### config.mk
export PLATFORM = sky130hd
export DESIGN_NAME = ext_irq_ctrl
export DESIGN_NICKNAME = d
export VERILOG_FILES = /design/src/rtl/eirq_pkg.sv /design/src/rtl/eirq_pin_qual.sv /design/src/rtl/eirq_regs.sv /design/src/rtl/eirq_arbiter.sv /design/src/rtl/ext_irq_ctrl.sv
export SDC_FILE = /design/constraint.sdc
export NUM_CORES = 1
export LEC_CHECK = 0
export ABC_AREA = 0
export BUFFER_PORTS_ARGS = -buffer_cell sky130_fd_sc_hd__buf_2
export CAP_MARGIN = 30
export CORE_ASPECT_RATIO = 1.4
export CORE_UTILIZATION = 30
export DETAILED_ROUTE_END_ITERATION = 10
export GPL_TIMING_DRIVEN = 1
export MAX_ROUTING_LAYER = met4
export PLACE_DENSITY_LB_ADDON = 0.12
export SLEW_MARGIN = 10
export SYNTH_ARGS = -nofsm -noshare
export SYNTH_HDL_FRONTEND = slang
export SYNTH_SLANG_ARGS = --single-unit
export TNS_END_PERCENT = 10
### constraint.sdc
create_clock -name clk_i -period 27.6 [get_ports clk_i]
set_input_delay 4.14 -clock clk_i [delete_from_list [all_inputs] [get_ports clk_i]]
set_output_delay 4.14 -clock clk_i [all_outputs]
set_load 0.005 [all_outputs]
### src/rtl/eirq_pkg.sv
package eirq_pkg;
    localparam int unsigned EIRQ_NUM_SRC = 6;
    localparam int unsigned EIRQ_PRIO_W  = 4;
    localparam int unsigned EIRQ_DATA_W  = 16;
    localparam int unsigned EIRQ_ADDR_W  = 2;

    typedef enum logic {
        SENSE_LEVEL = 1'b0,
        SENSE_EDGE  = 1'b1
    } sense_e;
endpackage

### src/rtl/eirq_pin_qual.sv
module eirq_pin_qual #(
    parameter int unsigned NUM_SRC     = eirq_pkg::EIRQ_NUM_SRC,
    parameter int unsigned SYNC_STAGES = 2,
    parameter int unsigned MIN_PULSE   = 2
) (
    input  logic               clk_i,
    input  logic               rst_ni,
    input  logic [NUM_SRC-1:0] pin_i,
    output logic [NUM_SRC-1:0] sync_o,
    output logic [NUM_SRC-1:0] evt_o
);
    localparam int unsigned CNT_W = $clog2(MIN_PULSE + 1);
    localparam logic [CNT_W-1:0] CNT_LAST = CNT_W'(MIN_PULSE - 1);
    localparam logic [CNT_W-1:0] CNT_SAT  = CNT_W'(MIN_PULSE);

    typedef struct packed {
        logic [SYNC_STAGES-1:0] sync;
        logic [CNT_W-1:0]       cnt;
    } pin_st_t;

    pin_st_t st_q [NUM_SRC];
    pin_st_t st_d [NUM_SRC];

    always_comb begin
        for (int i = 0; i < NUM_SRC; i++) begin
            st_d[i]      = st_q[i];
            st_d[i].sync = {st_q[i].sync[SYNC_STAGES-2:0], pin_i[i]};
            sync_o[i]    = st_q[i].sync[SYNC_STAGES-1];
            if (!sync_o[i]) begin
                st_d[i].cnt = '0;
            end else if (st_q[i].cnt < CNT_SAT) begin
                st_d[i].cnt = st_q[i].cnt + 1'b1;
            end
            evt_o[i] = sync_o[i] && (st_q[i].cnt == CNT_LAST);
        end
    end

    always_ff @(posedge clk_i or negedge rst_ni) begin
        if (!rst_ni) begin
            for (int i = 0; i < NUM_SRC; i++) begin
                st_q[i] <= '0;
            end
        end else begin
            for (int i = 0; i < NUM_SRC; i++) begin
                st_q[i] <= st_d[i];
            end
        end
    end

    generate
        if (MIN_PULSE >= 2) begin : g_pulse_chk
            for (genvar g = 0; g < NUM_SRC; g++) begin : g_pin

                pulse_len_chk: assert property (@(posedge clk_i) disable iff (!rst_ni)
                    evt_o[g] |-> $past(sync_o[g]));
            end
        end
    endgenerate
endmodule

### src/rtl/eirq_regs.sv
module eirq_regs #(
    parameter int unsigned NUM_SRC = eirq_pkg::EIRQ_NUM_SRC,
    parameter int unsigned PRIO_W  = eirq_pkg::EIRQ_PRIO_W,
    parameter int unsigned DATA_W  = eirq_pkg::EIRQ_DATA_W,
    parameter int unsigned ADDR_W  = eirq_pkg::EIRQ_ADDR_W
) (
    input  logic                      clk_i,
    input  logic                      rst_ni,
    input  logic                      we_i,
    input  logic [ADDR_W-1:0]         addr_i,
    input  logic [DATA_W-1:0]         wdata_i,
    output logic [DATA_W-1:0]         rdata_o,
    input  logic [NUM_SRC-1:0]        sync_i,
    input  logic [NUM_SRC-1:0]        evt_i,
    output logic [NUM_SRC-1:0]        pend_o,
    output logic [NUM_SRC*PRIO_W-1:0] prio_o
);
    localparam int unsigned PPW        = DATA_W / PRIO_W;
    localparam int unsigned PRIO_WORDS = (NUM_SRC + PPW - 1) / PPW;
    localparam logic [ADDR_W-1:0] A_MODE = ADDR_W'(0);
    localparam int unsigned       A_PRIO = 1;
    localparam logic [ADDR_W-1:0] A_REQ  = ADDR_W'(A_PRIO + PRIO_WORDS);

    typedef struct packed {
        logic [NUM_SRC-1:0]        edge_mode;
        logic [NUM_SRC*PRIO_W-1:0] prio;
        logic [NUM_SRC-1:0]        latch;
    } reg_st_t;

    reg_st_t st_q, st_d;
    logic [NUM_SRC-1:0] clr_c;
    logic               wr_req_c;
    logic               wr_mode_c;

    assign wr_req_c  = we_i && (addr_i == A_REQ);
    assign wr_mode_c = we_i && (addr_i == A_MODE);

    always_comb begin
        st_d  = st_q;
        clr_c = '0;
        if (wr_mode_c) begin
            st_d.edge_mode = wdata_i[NUM_SRC-1:0];
        end
        if (we_i) begin
            for (int s = 0; s < NUM_SRC; s++) begin
                if (addr_i == ADDR_W'(A_PRIO + s / PPW)) begin
                    st_d.prio[s*PRIO_W +: PRIO_W] = wdata_i[(s % PPW)*PRIO_W +: PRIO_W];
                end
            end
        end
        if (wr_req_c) begin
            clr_c = ~wdata_i[NUM_SRC-1:0];
        end
        st_d.latch = ((st_q.latch & ~clr_c) | (evt_i & st_q.edge_mode)) & st_d.edge_mode;
    end

    always_comb begin
        for (int s = 0; s < NUM_SRC; s++) begin
            pend_o[s] = (st_q.edge_mode[s] == eirq_pkg::SENSE_EDGE) ? st_q.latch[s] : sync_i[s];
        end
    end

    assign prio_o = st_q.prio;

    always_comb begin
        rdata_o = '0;
        if (addr_i == A_MODE) begin
            rdata_o[NUM_SRC-1:0] = st_q.edge_mode;
        end
        for (int s = 0; s < NUM_SRC; s++) begin
            if (addr_i == ADDR_W'(A_PRIO + s / PPW)) begin
                rdata_o[(s % PPW)*PRIO_W +: PRIO_W] = st_q.prio[s*PRIO_W +: PRIO_W];
            end
        end
        if (addr_i == A_REQ) begin
            rdata_o[NUM_SRC-1:0] = pend_o;
        end
    end

    always_ff @(posedge clk_i or negedge rst_ni) begin
        if (!rst_ni) begin
            st_q <= '0;
        end else begin
            st_q <= st_d;
        end
    end


    wr_one_keep_chk: assert property (@(posedge clk_i) disable iff (!rst_ni)
        wr_req_c |=> ((st_q.latch & $past(st_q.latch & wdata_i[NUM_SRC-1:0]))
                      == $past(st_q.latch & wdata_i[NUM_SRC-1:0])));


    evt_wins_chk: assert property (@(posedge clk_i) disable iff (!rst_ni)
        ((|(evt_i & st_q.edge_mode)) && !wr_mode_c)
        |=> ((st_q.latch & $past(evt_i & st_q.edge_mode)) == $past(evt_i & st_q.edge_mode)));
endmodule

### src/rtl/eirq_arbiter.sv
module eirq_arbiter #(
    parameter int unsigned NUM_SRC = eirq_pkg::EIRQ_NUM_SRC,
    parameter int unsigned PRIO_W  = eirq_pkg::EIRQ_PRIO_W,
    parameter int unsigned SRC_W   = $clog2(NUM_SRC),
    parameter logic [NUM_SRC-1:0] WAKE_MASK = {1'b0, {(NUM_SRC-1){1'b1}}}
) (
    input  logic                      clk_i,
    input  logic                      rst_ni,
    input  logic [NUM_SRC-1:0]        pend_i,
    input  logic [NUM_SRC*PRIO_W-1:0] prio_i,
    input  logic [PRIO_W-1:0]         mask_i,
    output logic                      req_o,
    output logic [PRIO_W-1:0]         lvl_o,
    output logic [SRC_W-1:0]          src_o,
    output logic                      wake_o
);
    typedef struct packed {
        logic              req;
        logic              wake;
        logic [PRIO_W-1:0] lvl;
        logic [SRC_W-1:0]  src;
    } arb_st_t;

    arb_st_t st_q, st_d;
    logic [PRIO_W-1:0] best_c;
    logic [SRC_W-1:0]  idx_c;
    logic              wake_c;

    always_comb begin
        best_c = '0;
        idx_c  = '0;
        wake_c = 1'b0;
        // walk downward with >= so that the lowest index wins a tie
        for (int i = NUM_SRC - 1; i >= 0; i--) begin
            if (pend_i[i] && (prio_i[i*PRIO_W +: PRIO_W] != '0)
                && (prio_i[i*PRIO_W +: PRIO_W] >= best_c)) begin
                best_c = prio_i[i*PRIO_W +: PRIO_W];
                idx_c  = SRC_W'(i);
            end
            if (WAKE_MASK[i] && pend_i[i] && (prio_i[i*PRIO_W +: PRIO_W] > mask_i)) begin
                wake_c = 1'b1;
            end
        end
        st_d.req  = best_c > mask_i;
        st_d.lvl  = best_c;
        st_d.src  = idx_c;
        st_d.wake = wake_c;
    end

    always_ff @(posedge clk_i or negedge rst_ni) begin
        if (!rst_ni) begin
            st_q <= '0;
        end else begin
            st_q <= st_d;
        end
    end

    assign req_o  = st_q.req;
    assign lvl_o  = st_q.lvl;
    assign src_o  = st_q.src;
    assign wake_o = st_q.wake;


    req_above_mask_chk: assert property (@(posedge clk_i) disable iff (!rst_ni)
        st_q.req |-> (st_q.lvl > $past(mask_i)));


    wake_subset_chk: assert property (@(posedge clk_i) disable iff (!rst_ni)
        st_q.wake |-> ($past(pend_i & WAKE_MASK) != '0));
endmodule

### src/rtl/ext_irq_ctrl.sv
module ext_irq_ctrl #(
    parameter int unsigned NUM_SRC     = eirq_pkg::EIRQ_NUM_SRC,
    parameter int unsigned PRIO_W      = eirq_pkg::EIRQ_PRIO_W,
    parameter int unsigned DATA_W      = eirq_pkg::EIRQ_DATA_W,
    parameter int unsigned ADDR_W      = eirq_pkg::EIRQ_ADDR_W,
    parameter int unsigned SYNC_STAGES = 2,
    parameter int unsigned MIN_PULSE   = 2,
    parameter int unsigned SRC_W       = $clog2(NUM_SRC)
) (
    input  logic               clk_i,
    input  logic               rst_ni,
    input  logic [NUM_SRC-1:0] pin_i,
    input  logic               reg_we_i,
    input  logic [ADDR_W-1:0]  reg_addr_i,
    input  logic [DATA_W-1:0]  reg_wdata_i,
    output logic [DATA_W-1:0]  reg_rdata_o,
    input  logic [PRIO_W-1:0]  cpu_mask_i,
    output logic               irq_req_o,
    output logic [PRIO_W-1:0]  irq_level_o,
    output logic [SRC_W-1:0]   irq_src_o,
    output logic               wake_o
);
    logic [NUM_SRC-1:0]        sync_w;
    logic [NUM_SRC-1:0]        evt_w;
    logic [NUM_SRC-1:0]        pend_w;
    logic [NUM_SRC*PRIO_W-1:0] prio_w;

    eirq_pin_qual #(
        .NUM_SRC    (NUM_SRC),
        .SYNC_STAGES(SYNC_STAGES),
        .MIN_PULSE  (MIN_PULSE)
    ) u_qual (
        .clk_i (clk_i),
        .rst_ni(rst_ni),
        .pin_i (pin_i),
        .sync_o(sync_w),
        .evt_o (evt_w)
    );

    eirq_regs #(
        .NUM_SRC(NUM_SRC),
        .PRIO_W (PRIO_W),
        .DATA_W (DATA_W),
        .ADDR_W (ADDR_W)
    ) u_regs (
        .clk_i  (clk_i),
        .rst_ni (rst_ni),
        .we_i   (reg_we_i),
        .addr_i (reg_addr_i),
        .wdata_i(reg_wdata_i),
        .rdata_o(reg_rdata_o),
        .sync_i (sync_w),
        .evt_i  (evt_w),
        .pend_o (pend_w),
        .prio_o (prio_w)
    );

    eirq_arbiter #(
        .NUM_SRC(NUM_SRC),
        .PRIO_W (PRIO_W),
        .SRC_W  (SRC_W)
    ) u_arb (
        .clk_i (clk_i),
        .rst_ni(rst_ni),
        .pend_i(pend_w),
        .prio_i(prio_w),
        .mask_i(cpu_mask_i),
        .req_o (irq_req_o),
        .lvl_o (irq_level_o),
        .src_o (irq_src_o),
        .wake_o(wake_o)
    );
endmodule

# Word-level counts from Yosys, hierarchy flattened
# Cells that the tools add are included.
[classes]
n_reduce_logical = 34
bitwise_logic = 6
n_eq_ne = 15
n_mux = 45
order_cmp = 18
addsub = 6
[op_table]
columns = ["op", "count"]
rows = [
  ["$mux W4", 12],
  ["$logic_and A1 B1 Y1", 25],
  ["$gt A4 B4 Y1", 6],
  ["$mux W2", 12],
  ["$mux W6", 4],
  ["$reduce_bool A4 Y1", 6],
  ["$ge A4 B4 Y1", 5],
  ["$and A6 B6 Y6", 3],
  ["$mux W3", 6],
  ["$eq A2 B1 Y1 const B", 7],
  ["$add A2 B1 Y2 const B", 6],
  ["$lt A2 B2 Y1 const B", 6],
  ["$ne A2 B2 Y1 const B", 6],
  ["$not A6 Y6", 2],
  ["$mux W1", 11],
  ["$or A6 B6 Y6", 1],
  ["$eq A2 B2 Y1 const B", 2],
  ["$ge A4 B1 Y1 const B", 1],
  ["$reduce_and A2 Y1", 2],
  ["$logic_not A2 Y1", 1],
]
[totals]
output_inout_bits = 25
word_cells = 144
input_bits = 31
register_bits = 69

# Logic depth before layout (Yosys ltp)
# Gate-level depths: netlist (run 1).
[depth]
depth_word = 20
depth_mapped = 48
mapped_depth_nobuf = 46

# Hierarchy
# Synthesis (run 1) repeated with hierarchy kept, for this count alone.
[hier_totals]
hier_cells = 443
hier_area_um2 = 4647.0
[modules_own_cells]
columns = ["module", "area_per_inst_um2", "instances", "cells_per_inst", "seq_area_each_um2"]
rows = [
  ["eirq_regs", 1965.6, 1, 161, 900.9],
  ["eirq_arbiter", 1765.4, 1, 216, 225.2],
  ["eirq_pin_qual", 915.9, 1, 66, 600.6],
]

# Worst setup path before layout (run 1)
# No wires, ideal clock.
[synth_path]
path_type = "input-to-output"
startpoint = "in reg_addr_i[0]"
endpoint = "out reg_rdata_o[4]"
n_path_buf = 1
path_stages = 2
path_slack_ns = 18.337
required_ns = 23.460
arrival_ns = 5.123
path_cell_list = "clkbuf_1 > mux4_1"
[synth_via]
elab_chain_len = 5
elab_cells_between_ends = 8
cone_classes = "eq/ne: 3; mux: 4; reduce/logical: 1"
[synth_lines]
columns = ["item", "line_no", "source"]
rows = [
  ["start: declaration", "ext_irq_ctrl.sv:14", "input logic [ADDR_W-1:0] reg_addr_i,"],
  ["$logic_not A2 Y1", "eirq_regs.sv:67", "if (addr_i == A_MODE) begin"],
  ["$mux W6", "eirq_regs.sv:67", ""],
  ["$mux W4 (2 in a row)", "eirq_regs.sv:71", "if (addr_i == ADDR_W'(A_PRIO + s / PPW)) begin"],
  ["$mux W6 *", "eirq_regs.sv:75", "if (addr_i == A_REQ) begin"],
  ["end: declaration", "ext_irq_ctrl.sv:16", "output logic [DATA_W-1:0] reg_rdata_o,"],
]
# Every way passes the cells marked *; elsewhere a longest branch is shown, timed or not.

==> flow_summary.json, run 1 <==
{
  "status": "complete, no violations",
  "avgSynthCellArea_um2": 11.13,
  "syn_nets": 467,
  "synth_most_common_cell": "dfrtp_1",
  "yosysWarnings": 0,
  "grt_antenna_before_repair": 0,
  "grt_pass1_vias": 3276,
  "diodes": 0,
  "use_met1_pct": 16.95,
  "crit_path_top_delay_cell": "or3_2",
  "seqCellArea_mm2": 0.001727,
  "dp_hpwl_um": 8773,
  "pwr-share-clk_pct": 28.5,
  "grt_use_met3_pct": 2.794,
  "crit_type": "reg2reg",
  "required_ps": 27800,
  "grt_most_used_layer": "met2",
  "yosysSeqAreaShare_pct": 39.88,
  "grt_max_degree": 70,
  "nets": 528,
  "startpoint": "u_regs.st_q[35]$_DFF_PN0_",
  "avgViaCountPerCell": 5.044,
  "synth_area_mm2": 0.004329,
  "grt_usage_pct": 16.41,
  "synthTopCellsByArea": "dfrtp_1 40%, ha_1 14%, mux2_2 9.1%",
  "total_power_mw": 0.4714,
  "slowest_delay_ps": 530,
  "finalClockSkew_ps": 6.018,
  "drc": 0,
  "drtAntennaViolNets": 0,
  "max_slew_margin_pct": 47.64,
  "powerDensity_mw_per_mm2": 90.89,
  "clk_pin_slew_worst_paths_ps": 60,
  "fin_ws_ps": 17790,
  "max_clock_freq_mhz": 101.9,
  "grt_overflow": 0,
  "hold_viol": 0,
  "crit_arrival_ps": 10010,
  "yosys-top-cells-count": "69 x dfrtp_1, 47 x ha_1, 35 x mux2_2",
  "cts_buffers": 9,
  "htree_num_levels": 3,
  "core-area_mm2": 0.01397,
  "drive_above_1_share_pct": 28.57,
  "synth_edf_count": 0,
  "post_cts_buffers": 0,
  "async_reset_ff_share_pct": 100.0,
  "p_sw_mw": 0.1639,
  "synthCells": 389,
  "intPower_mw": 0.3075,
  "worst_setup_path_end_kind": "flip-flop",
  "dp_cells": 623,
  "gp_congestion": 0.8700,
  "dieArea_mm2": 0.01492,
  "switching_share_pct": 34.77,
  "setup_tns_ps": 0,
  "io_buffers": 55,
  "fin_cells": 640,
  "leakagePower_nw": 2.370,
  "cts-root-buf": "clkbuf_16",
  "ctsLongestPathBuffers": 2,
  "placed_area_mm2": 0.004808,
  "drv_cap": 0,
  "cts_resized": 0,
  "path_buf_inv": 0,
  "routed_wl_um": 11300,
  "wl_per_cell_um": 17.66,
  "post-place-ws_ps": 17850,
  "fin_crit_ps": 9815,
  "ir_worst_vdd_mv": 0.03340,
  "comb_power_share_pct": 39.7,
  "power_frac_seq_pct": 31.8,
  "grtUsageMet2_pct": 31.16,
  "yosysTopAreaCell": "dfrtp_1",
  "insertion_delay_ps": 330,
  "yosys.area.top_type_share_pct": 39.88,
  "startpoint_type": "flip-flop",
  "ys.flop_type": "dfrtp_1",
  "syn2layout_area_growth_pct": 19.80,
  "crit_fanout": 13,
  "die_h_um": 144.1,
  "cts_hold_buffers": 0,
  "fillers": 1389,
  "multiInputGateArea_mm2": 0.002497,
  "grt_pass1_wl_um": 17970,
  "stdcell_area_mm2": 0.005186,
  "dr_total_vias": 3228,
  "yosys.cell_types.count": 62,
  "fin_crit_sh_pct": 35.56,
  "setup_viol": 0,
  "hold_start": "u_qual.st_d[15]$_DFF_PN0_",
  "grt_setup_unrepaired": "no",
  "post-route-util_pct": 37.11,
  "critPathTopFamily": "compound AO/OA/AOI/OAI gates",
  "rows": 51,
  "r2r_start": "u_regs.st_q[35]$_DFF_PN0_",
  "drtIter0Drc": 132,
  "cts_tree": "built",
  "worst_pin_slew_ps": 783.4,
  "hold_class": "reg2reg",
  "die_x_um": 103.5,
  "start_util_pct": 30.98,
  "cts.sinks": 69,
  "hold_slack_ps": 346.0,
  "synth_seq_cells": 69,
  "slew_violations": 0,
  "io_pins": 56,
  "drt-pass1-iter-count": 4
}
## power groups by stage
stage                     sequential [mW]  clock, mW  combinational [mW]
after floorplan                     0.144          0               0.139
after global placement              0.151          0               0.182
after detailed placement            0.152          0               0.187
after CTS                           0.150      0.139               0.189
after global routing                0.153      0.143               0.212
final                               0.150      0.135               0.187
## state kept, by name, indices dropped and copies added, names as in the netlist
name / count
u_regs.prio_o: 24
u_qual.st_q: 12
u_regs.st_q: 12
u_qual.st_d: 6
u_qual.sync_o: 6
u_arb.lvl_o: 4
u_arb.src_o: 3
u_arb.req_o: 1
u_arb.wake_o: 1
## logic make-up after synthesis
logic type,count (synthesis),synth area share (%)
adders and majority gates,47,13.58
DFF,69,39.88
muxes,45,13.35
xor gates and xnor gates,6,1.214
and+or+nand+nor,110,14.28
buffers and inverters,25,2.428
AOI/OAI and AO/OA,87,15.26
## layer usage
layer / vias up / wire (um)
li1: 1580 / -
met1: 1598 / 4416
met2: 38 / 6449
met4: 0 / 223
met3: 12 / 211
met5: - / 0
## final timing paths
check                                                    end  slack, ps  cells past startpoint
worst max-delay path                   u_arb.req_o$_DFF_PN0_      17790                     44
worst min-delay path              u_qual.sync_o[2]$_DFF_PN0_        350                      0
worst max register to register         u_arb.req_o$_DFF_PN0_      17790                     44
worst min register to register    u_qual.sync_o[2]$_DFF_PN0_        350                      0
max in group asynchronous       u_regs.prio_o[0]$_DFFE_PN0P_      23440                      2
min in group asynchronous          u_qual.st_d[15]$_DFF_PN0_       3630                      1
## worst reg2reg max path: cells and delay by family (launching register included)
kind,cells,cell delay (ps)
multiplexers,2,770
adder cells (fa/ha/maj),6,1680
AO/OA/AOI/OAI,21,4040
AND/OR/NAND/NOR,15,2780
flip-flops,1,400
## cell type report
class                           instances  area share [%]
Tap cell                              185           4.463
Timing Repair Buffer                   57           6.031
Multi-Input combinational cell        295           48.15
Clock inverter                          5           2.075
Inverter                               18           1.303
Sequential cell                        69           33.29
Clock buffer                           11           4.680
## placed cells by master, fill, tap and decap left out, types with 14 or more instances in the layout
master / n
mux2_2: 35
buf_2: 54
ha_1: 47
o21ai_0: 18
inv_1: 18
nand2_1: 20
nand3_1: 14
and2_1: 18
dfrtp_1: 69
No activity file was read; power rests on OpenSTA's default activity.
==> inputs of run 2 (changes only) <==
==> constraint.sdc (replaced) <==
create_clock -name clk_i -period 9.4 [get_ports clk_i]
set_input_delay 1.41 -clock clk_i [delete_from_list [all_inputs] [get_ports clk_i]]
set_output_delay 1.41 -clock clk_i [all_outputs]
set_load 0.005 [all_outputs]
==> run 2 against run 1 <==
- critical endpoint unchanged
- cell count is 1.3% higher
- global-route usage up 0.16 points
- largest cell class unchanged
- largest power group unchanged
- die area is the same
==> flow_summary.json, run 2 (same netlist as run 1, synthesis figures left out) <==
{
  "grt_pass1_vias": 3427,
  "io_buffers": 55,
  "drive_above_1_share_pct": 30.89,
  "finalClockSkew_ps": 9.127,
  "fin_cells": 648,
  "slew_violations": 0,
  "pwr-share-clk_pct": 24.1,
  "layout_commonest_cell": "dfrtp_1",
  "hold_class": "reg2reg",
  "status": "complete, no violations",
  "die_h_um": 144.1,
  "most-common-layout-cells": "69 x dfrtp_1, 54 x buf_2, 47 x ha_1, 35 x mux2_2, 20 x nand2_1",
  "switching_share_pct": 36.23,
  "dr_total_vias": 3313,
  "nets": 537,
  "whs_endpoint": "u_qual.sync_o[4]$_DFF_PN0_",
  "wl_per_cell_um": 17.53,
  "rows": 51,
  "startpoint_type": "flip-flop",
  "grt_usage_pct": 16.57,
  "intPower_mw": 0.8564,
  "hold_slack_ps": 346.0,
  "cts-root-buf": "clkbuf_16",
  "clk_pin_slew_worst_paths_ps": 60,
  "r2r_end": "u_arb.req_o$_DFF_PN0_",
  "startpoint": "u_regs.st_q[35]$_DFF_PN0_",
  "fin_crit_sh_pct": 94.74,
  "crit_top_cell": "ha_1",
  "power_frac_seq_pct": 32.7,
  "rrSetupSlack_ps": 490,
  "holdPathStages": 0,
  "io_pins": 56,
  "drv_cap": 0,
  "comb_power_share_pct": 43.2,
  "syn2layout_area_growth_pct": 20.78,
  "crit_type": "reg2reg",
  "crit_path_top_delay_cell": "a2111oi_4",
  "worst_setup_path_end_kind": "flip-flop",
  "ctsLongestPathBuffers": 2,
  "hold_start": "u_qual.st_d[7]$_DFF_PN0_",
  "core-area_mm2": 0.01397,
  "dp_cells": 629,
  "powerDensity_mw_per_mm2": 256.8,
  "ir_worst_vdd_mv": 0.08009,
  "diodes": 0,
  "avgViaCountPerCell": 5.113,
  "grt_setup_unrepaired": "no",
  "insertion_delay_ps": 330,
  "drt-pass1-iter-count": 4,
  "drc": 0,
  "dieArea_mm2": 0.01492,
  "die_x_um": 103.5,
  "drtAntennaViolNets": 0,
  "htree_num_levels": 3,
  "grt_pass1_wl_um": 18210,
  "hold_viol": 0,
  "fillers": 1400,
  "crit_arrival_ps": 9100,
  "grt_antenna_before_repair": 0,
  "ff2ff_path_depth": 44,
  "required_ps": 9590,
  "total_power_mw": 1.343,
  "p_sw_mw": 0.4865,
  "drtIter0Drc": 106,
  "grt_overflow": 0,
  "routed_wl_um": 11360,
  "fin_crit_ps": 8906,
  "setup_viol": 0,
  "crit_fanout": 7,
  "cts.sinks": 69,
  "start_util_pct": 30.98,
  "grt_max_degree": 70,
  "cts_buffers": 9,
  "dp_hpwl_um": 8829,
  "cts_tree": "built",
  "leakagePower_nw": 2.392,
  "largest_reg_flops": 24,
  "max_clock_freq_mhz": 112.3,
  "gp_congestion": 0.8915,
  "max_slew_margin_pct": 48.76,
  "worst_pin_slew_ps": 766.8,
  "r2r_start": "u_regs.st_q[35]$_DFF_PN0_",
  "slowest_delay_ps": 410
}
-- run 2: changes by cell type in the layout (fill, tap and decap cells not counted), sizes merged --
| cell | change |
|---|---|
| clkbuf | +1 |
| bufinv | -3 |
| buf | +9 |
| clkinvlp | +2 |
| clkinv | -1 |
-- run 2: worst max-delay path, delay by kind of cell, from the launching register on --
| family | cells | cell delay, ps |
|---|---|---|
| flops | 1 | 350 |
| fa+ha+maj | 6 | 1610 |
| compound gates | 20 | 3510 |
| mux | 2 | 720 |
| simple gates | 16 | 2580 |
-- run 2: worst max-delay path by stage --
stage	to	slack [ps]	cells after the start
floorplan	u_arb.req_o$_DFF_PN0_	440	47
global placement	u_arb.req_o$_DFF_PN0_	170	43
detailed placement	u_arb.req_o$_DFF_PN0_	-60	43
CTS	u_arb.req_o$_DFF_PN0_	30	43
global route	u_arb.req_o$_DFF_PN0_	2	44
finish	u_arb.req_o$_DFF_PN0_	490	44
-- run 2: power by group through the flow --
stage / logic [mW] / clock network [mW] / registers [mW]
after floorplan: 0.408 / 0 / 0.422
after detailed placement: 0.562 / 0 / 0.447
after global routing: 0.661 / 0.346 / 0.451
final: 0.580 / 0.323 / 0.439
after CTS: 0.566 / 0.334 / 0.441
after global placement: 0.550 / 0 / 0.444
-- run 2: metal layers --
metal / GRT usage, % / wire length, um / vias to the layer above
li1: - / - / 1604
met1: 17.32 / 4614 / 1639
met2: 30.98 / 6206 / 51
met3: 2.524 / 262 / 19
met4: 7.246 / 278 / 0
met5: - / 0 / -
-- run 2: timing repair --
action,CTS,global route
endpoints found under the setup margin,1,1
hold buffers,0,0
pin swaps,0,3
gates resized for setup,1,10
buffers inserted,0,3
-- run 2: metrics by stage --
| step | instance area [um^2] | util (%) | TNS, ps | setup WS (ps) |
|---|---|---|---|---|
| detailed placement | 4853 | 34.73 | -61.83 | -61.83 |
| finish | 5229 | 37.42 | 0 | 494.2 |
| floorplan | 4329 | - | 0 | 437.5 |
| global placement | 4853 | 34.73 | 0 | 173.1 |
| global route | 5229 | 37.42 | 0 | 1.751 |
| CTS | 5140 | 36.78 | 0 | 25.55 |
-- run 2: layout make-up --
cell class	instances	area (um^2)	area share (%)
clock buffers	12	266.5	5.097
clock inverters	3	20.02	0.3829
inverters	18	67.56	1.292
multi-input cells	295	2536	48.50
flip-flops and latches	69	1727	33.02
well taps	185	231.5	4.427
repair buffers	66	380.4	7.274
==> inputs of run 3 (changes only) <==
==> constraint.sdc (replaced) <==
create_clock -name clk_i -period 7.5 [get_ports clk_i]
set_input_delay 1.125 -clock clk_i [delete_from_list [all_inputs] [get_ports clk_i]]
set_output_delay 1.125 -clock clk_i [all_outputs]
set_load 0.005 [all_outputs]
==> run 3 against run 2 <==
- the run now ends with setup timing left
- die area is the same
- global-route usage grew 1.9 points
- wire length grew 9.1%
- flip-flop and latch count is the same
- sequential power grew 24%
- largest cell class unchanged
==> flow_summary.json, run 3 (same netlist as run 1, synthesis figures left out) <==
{
  "fin_ws_ps": -783.7,
  "cts-root-buf": "clkbuf_16",
  "placed_area_mm2": 0.005383,
  "critPathTopFamily": "compound AO/OA/AOI/OAI gates",
  "fin_crit_ps": 8284,
  "grt_usage_pct": 18.49,
  "ctsLongestPathBuffers": 2,
  "leakagePower_nw": 2.765,
  "status": "complete, but fails checks",
  "grt_max_degree": 70,
  "drv_cap": 0,
  "drtIter0Drc": 113,
  "dieArea_mm2": 0.01492,
  "seqCellArea_mm2": 0.001727,
  "stdcell_area_mm2": 0.005903,
  "cts_tree": "built",
  "finalClockSkew_ps": 6.970,
  "hold_start": "u_qual.st_d[19]$_DFF_PN0_",
  "insertion_delay_ps": 340,
  "hold_viol": 0,
  "power_frac_seq_pct": 27.2,
  "largest_reg_flops": 24,
  "startpoint_type": "flip-flop",
  "hold_slack_ps": 347.7,
  "grt_pass1_vias": 3805,
  "diodes": 0,
  "routed_wl_um": 12400,
  "core-area_mm2": 0.01397,
  "comb_power_share_pct": 50.5,
  "most-common-layout-cells": "77 x buf_4, 69 x dfrtp_1, 54 x buf_2, 43 x ha_1, 33 x mux2_2",
  "cts_hold_buffers": 0,
  "syn2layout_area_growth_pct": 36.36,
  "total_power_mw": 1.993,
  "rrSetupSlack_ps": -780,
  "max_slew_margin_pct": 36.52,
  "worst_pin_slew_ps": 949.9,
  "slew_violations": 0,
  "nets": 605,
  "avgViaCountPerCell": 4.934,
  "drtAntennaViolNets": 0,
  "intPower_mw": 1.293,
  "cts_buffers": 9,
  "die_h_um": 144.1,
  "io_buffers": 55,
  "p_sw_mw": 0.6992,
  "dr_total_vias": 3538,
  "htree_num_levels": 3,
  "crit_fanout": 4,
  "grt_setup_unrepaired": "yes",
  "hold_class": "reg2reg",
  "r2r_end": "u_arb.req_o$_DFF_PN0_",
  "io_pins": 56,
  "die_x_um": 103.5,
  "drt-pass1-iter-count": 4,
  "powerDensity_mw_per_mm2": 337.6,
  "crit_top_cell": "a21o_1",
  "fin_crit_sh_pct": 110.4,
  "cts.sinks": 69,
  "clk_pin_slew_worst_paths_ps": 60,
  "wl_per_cell_um": 17.29,
  "violations": "setup timing",
  "worst_setup_path_end_kind": "flip-flop",
  "fillers": 1355,
  "multiInputGateArea_mm2": 0.002676,
  "max_clock_freq_mhz": 120.7,
  "rows": 51,
  "dp_hpwl_um": 9492,
  "switching_share_pct": 35.09,
  "setup_viol": 8,
  "gp_congestion": 0.8542,
  "ff2ff_path_depth": 43,
  "required_ps": 7710,
  "start_util_pct": 30.98,
  "grt_overflow": 0,
  "crit_arrival_ps": 8490,
  "post-route-util_pct": 42.24,
  "slowest_delay_ps": 430,
  "grt_pass1_wl_um": 20240,
  "crit_path_top_delay_cell": "a2111oi_4",
  "grt_antenna_before_repair": 0,
  "pwr-share-clk_pct": 22.2,
  "layout_commonest_cell": "buf_4",
  "whs_endpoint": "u_qual.sync_o[1]$_DFF_PN0_",
  "path_buf_inv": 0,
  "ir_worst_vdd_mv": 0.1358,
  "drive_above_1_share_pct": 43.23,
  "crit_type": "reg2reg",
  "drc": 0,
  "holdPathStages": 0,
  "setup_tns_ps": -1977,
  "r2r_start": "u_regs.st_q[35]$_DFF_PN0_"
}
## run 3: cell types whose count changed in the layout (fill, tap and decap cells not counted), sizes merged
cell      previous run  this run
buf                 66       134
clkinv               1         3
bufinv               0         1
clkbuf              12        11
clkinvlp             2         1
## run 3: power groups by stage
stage	sequential [mW]	combinational [mW]	clock [mW]
after floorplan	0.530	0.561	0
after global placement	0.547	0.897	0
after detailed placement	0.550	0.917	0
after CTS	0.544	1.01	0.457
after global routing	0.557	1.12	0.472
final	0.543	1.01	0.443
## run 3: worst max-delay path by stage
stage          depth (start not counted)                      start               endpoint
2_1_floorplan                         47  u_regs.st_q[35]$_DFF_PN0_  u_arb.req_o$_DFF_PN0_
3_3_place_gp                          42  u_regs.st_q[35]$_DFF_PN0_  u_arb.req_o$_DFF_PN0_
3_5_place_dp                          43  u_regs.st_q[35]$_DFF_PN0_  u_arb.req_o$_DFF_PN0_
4_1_cts                               43  u_regs.st_q[35]$_DFF_PN0_  u_arb.req_o$_DFF_PN0_
5_1_grt                               43  u_regs.st_q[35]$_DFF_PN0_  u_arb.req_o$_DFF_PN0_
6_report                              43  u_regs.st_q[35]$_DFF_PN0_  u_arb.req_o$_DFF_PN0_
## run 3: timing repair
action,4_1_cts,5_1_grt
resized for setup,14,2
pin swaps,13,0
setup buffers,15,0
setup endpoints to repair,8,8
## run 3: final cells by class
class                           count  share of cell area, %
Clock buffer                       11                  4.112
Clock inverter                      5                  1.017
Inverter                           18                  1.145
Multi-Input combinational cell    295                  45.34
Sequential cell                    69                  29.25
Tap cell                          185                  3.921
Timing Repair Buffer              134                  15.22
## run 3: metal layers
metal,up-vias,GRT usage (%),wire length (um)
met1,1739,20.37,5235
met3,13,2.794,305
met2,53,33.95,6657
met5,-,-,0
met4,0,6.636,201
li1,1733,-,-
## run 3: stage by stage
stage | setup slack, ps | cells
after global placement | -720.2 | 685
after global routing | -1214 | 717
final | -783.7 | 717
after CTS | -723.5 | 716
after detailed placement | -869.1 | 685
after floorplan | -772.2 | 389
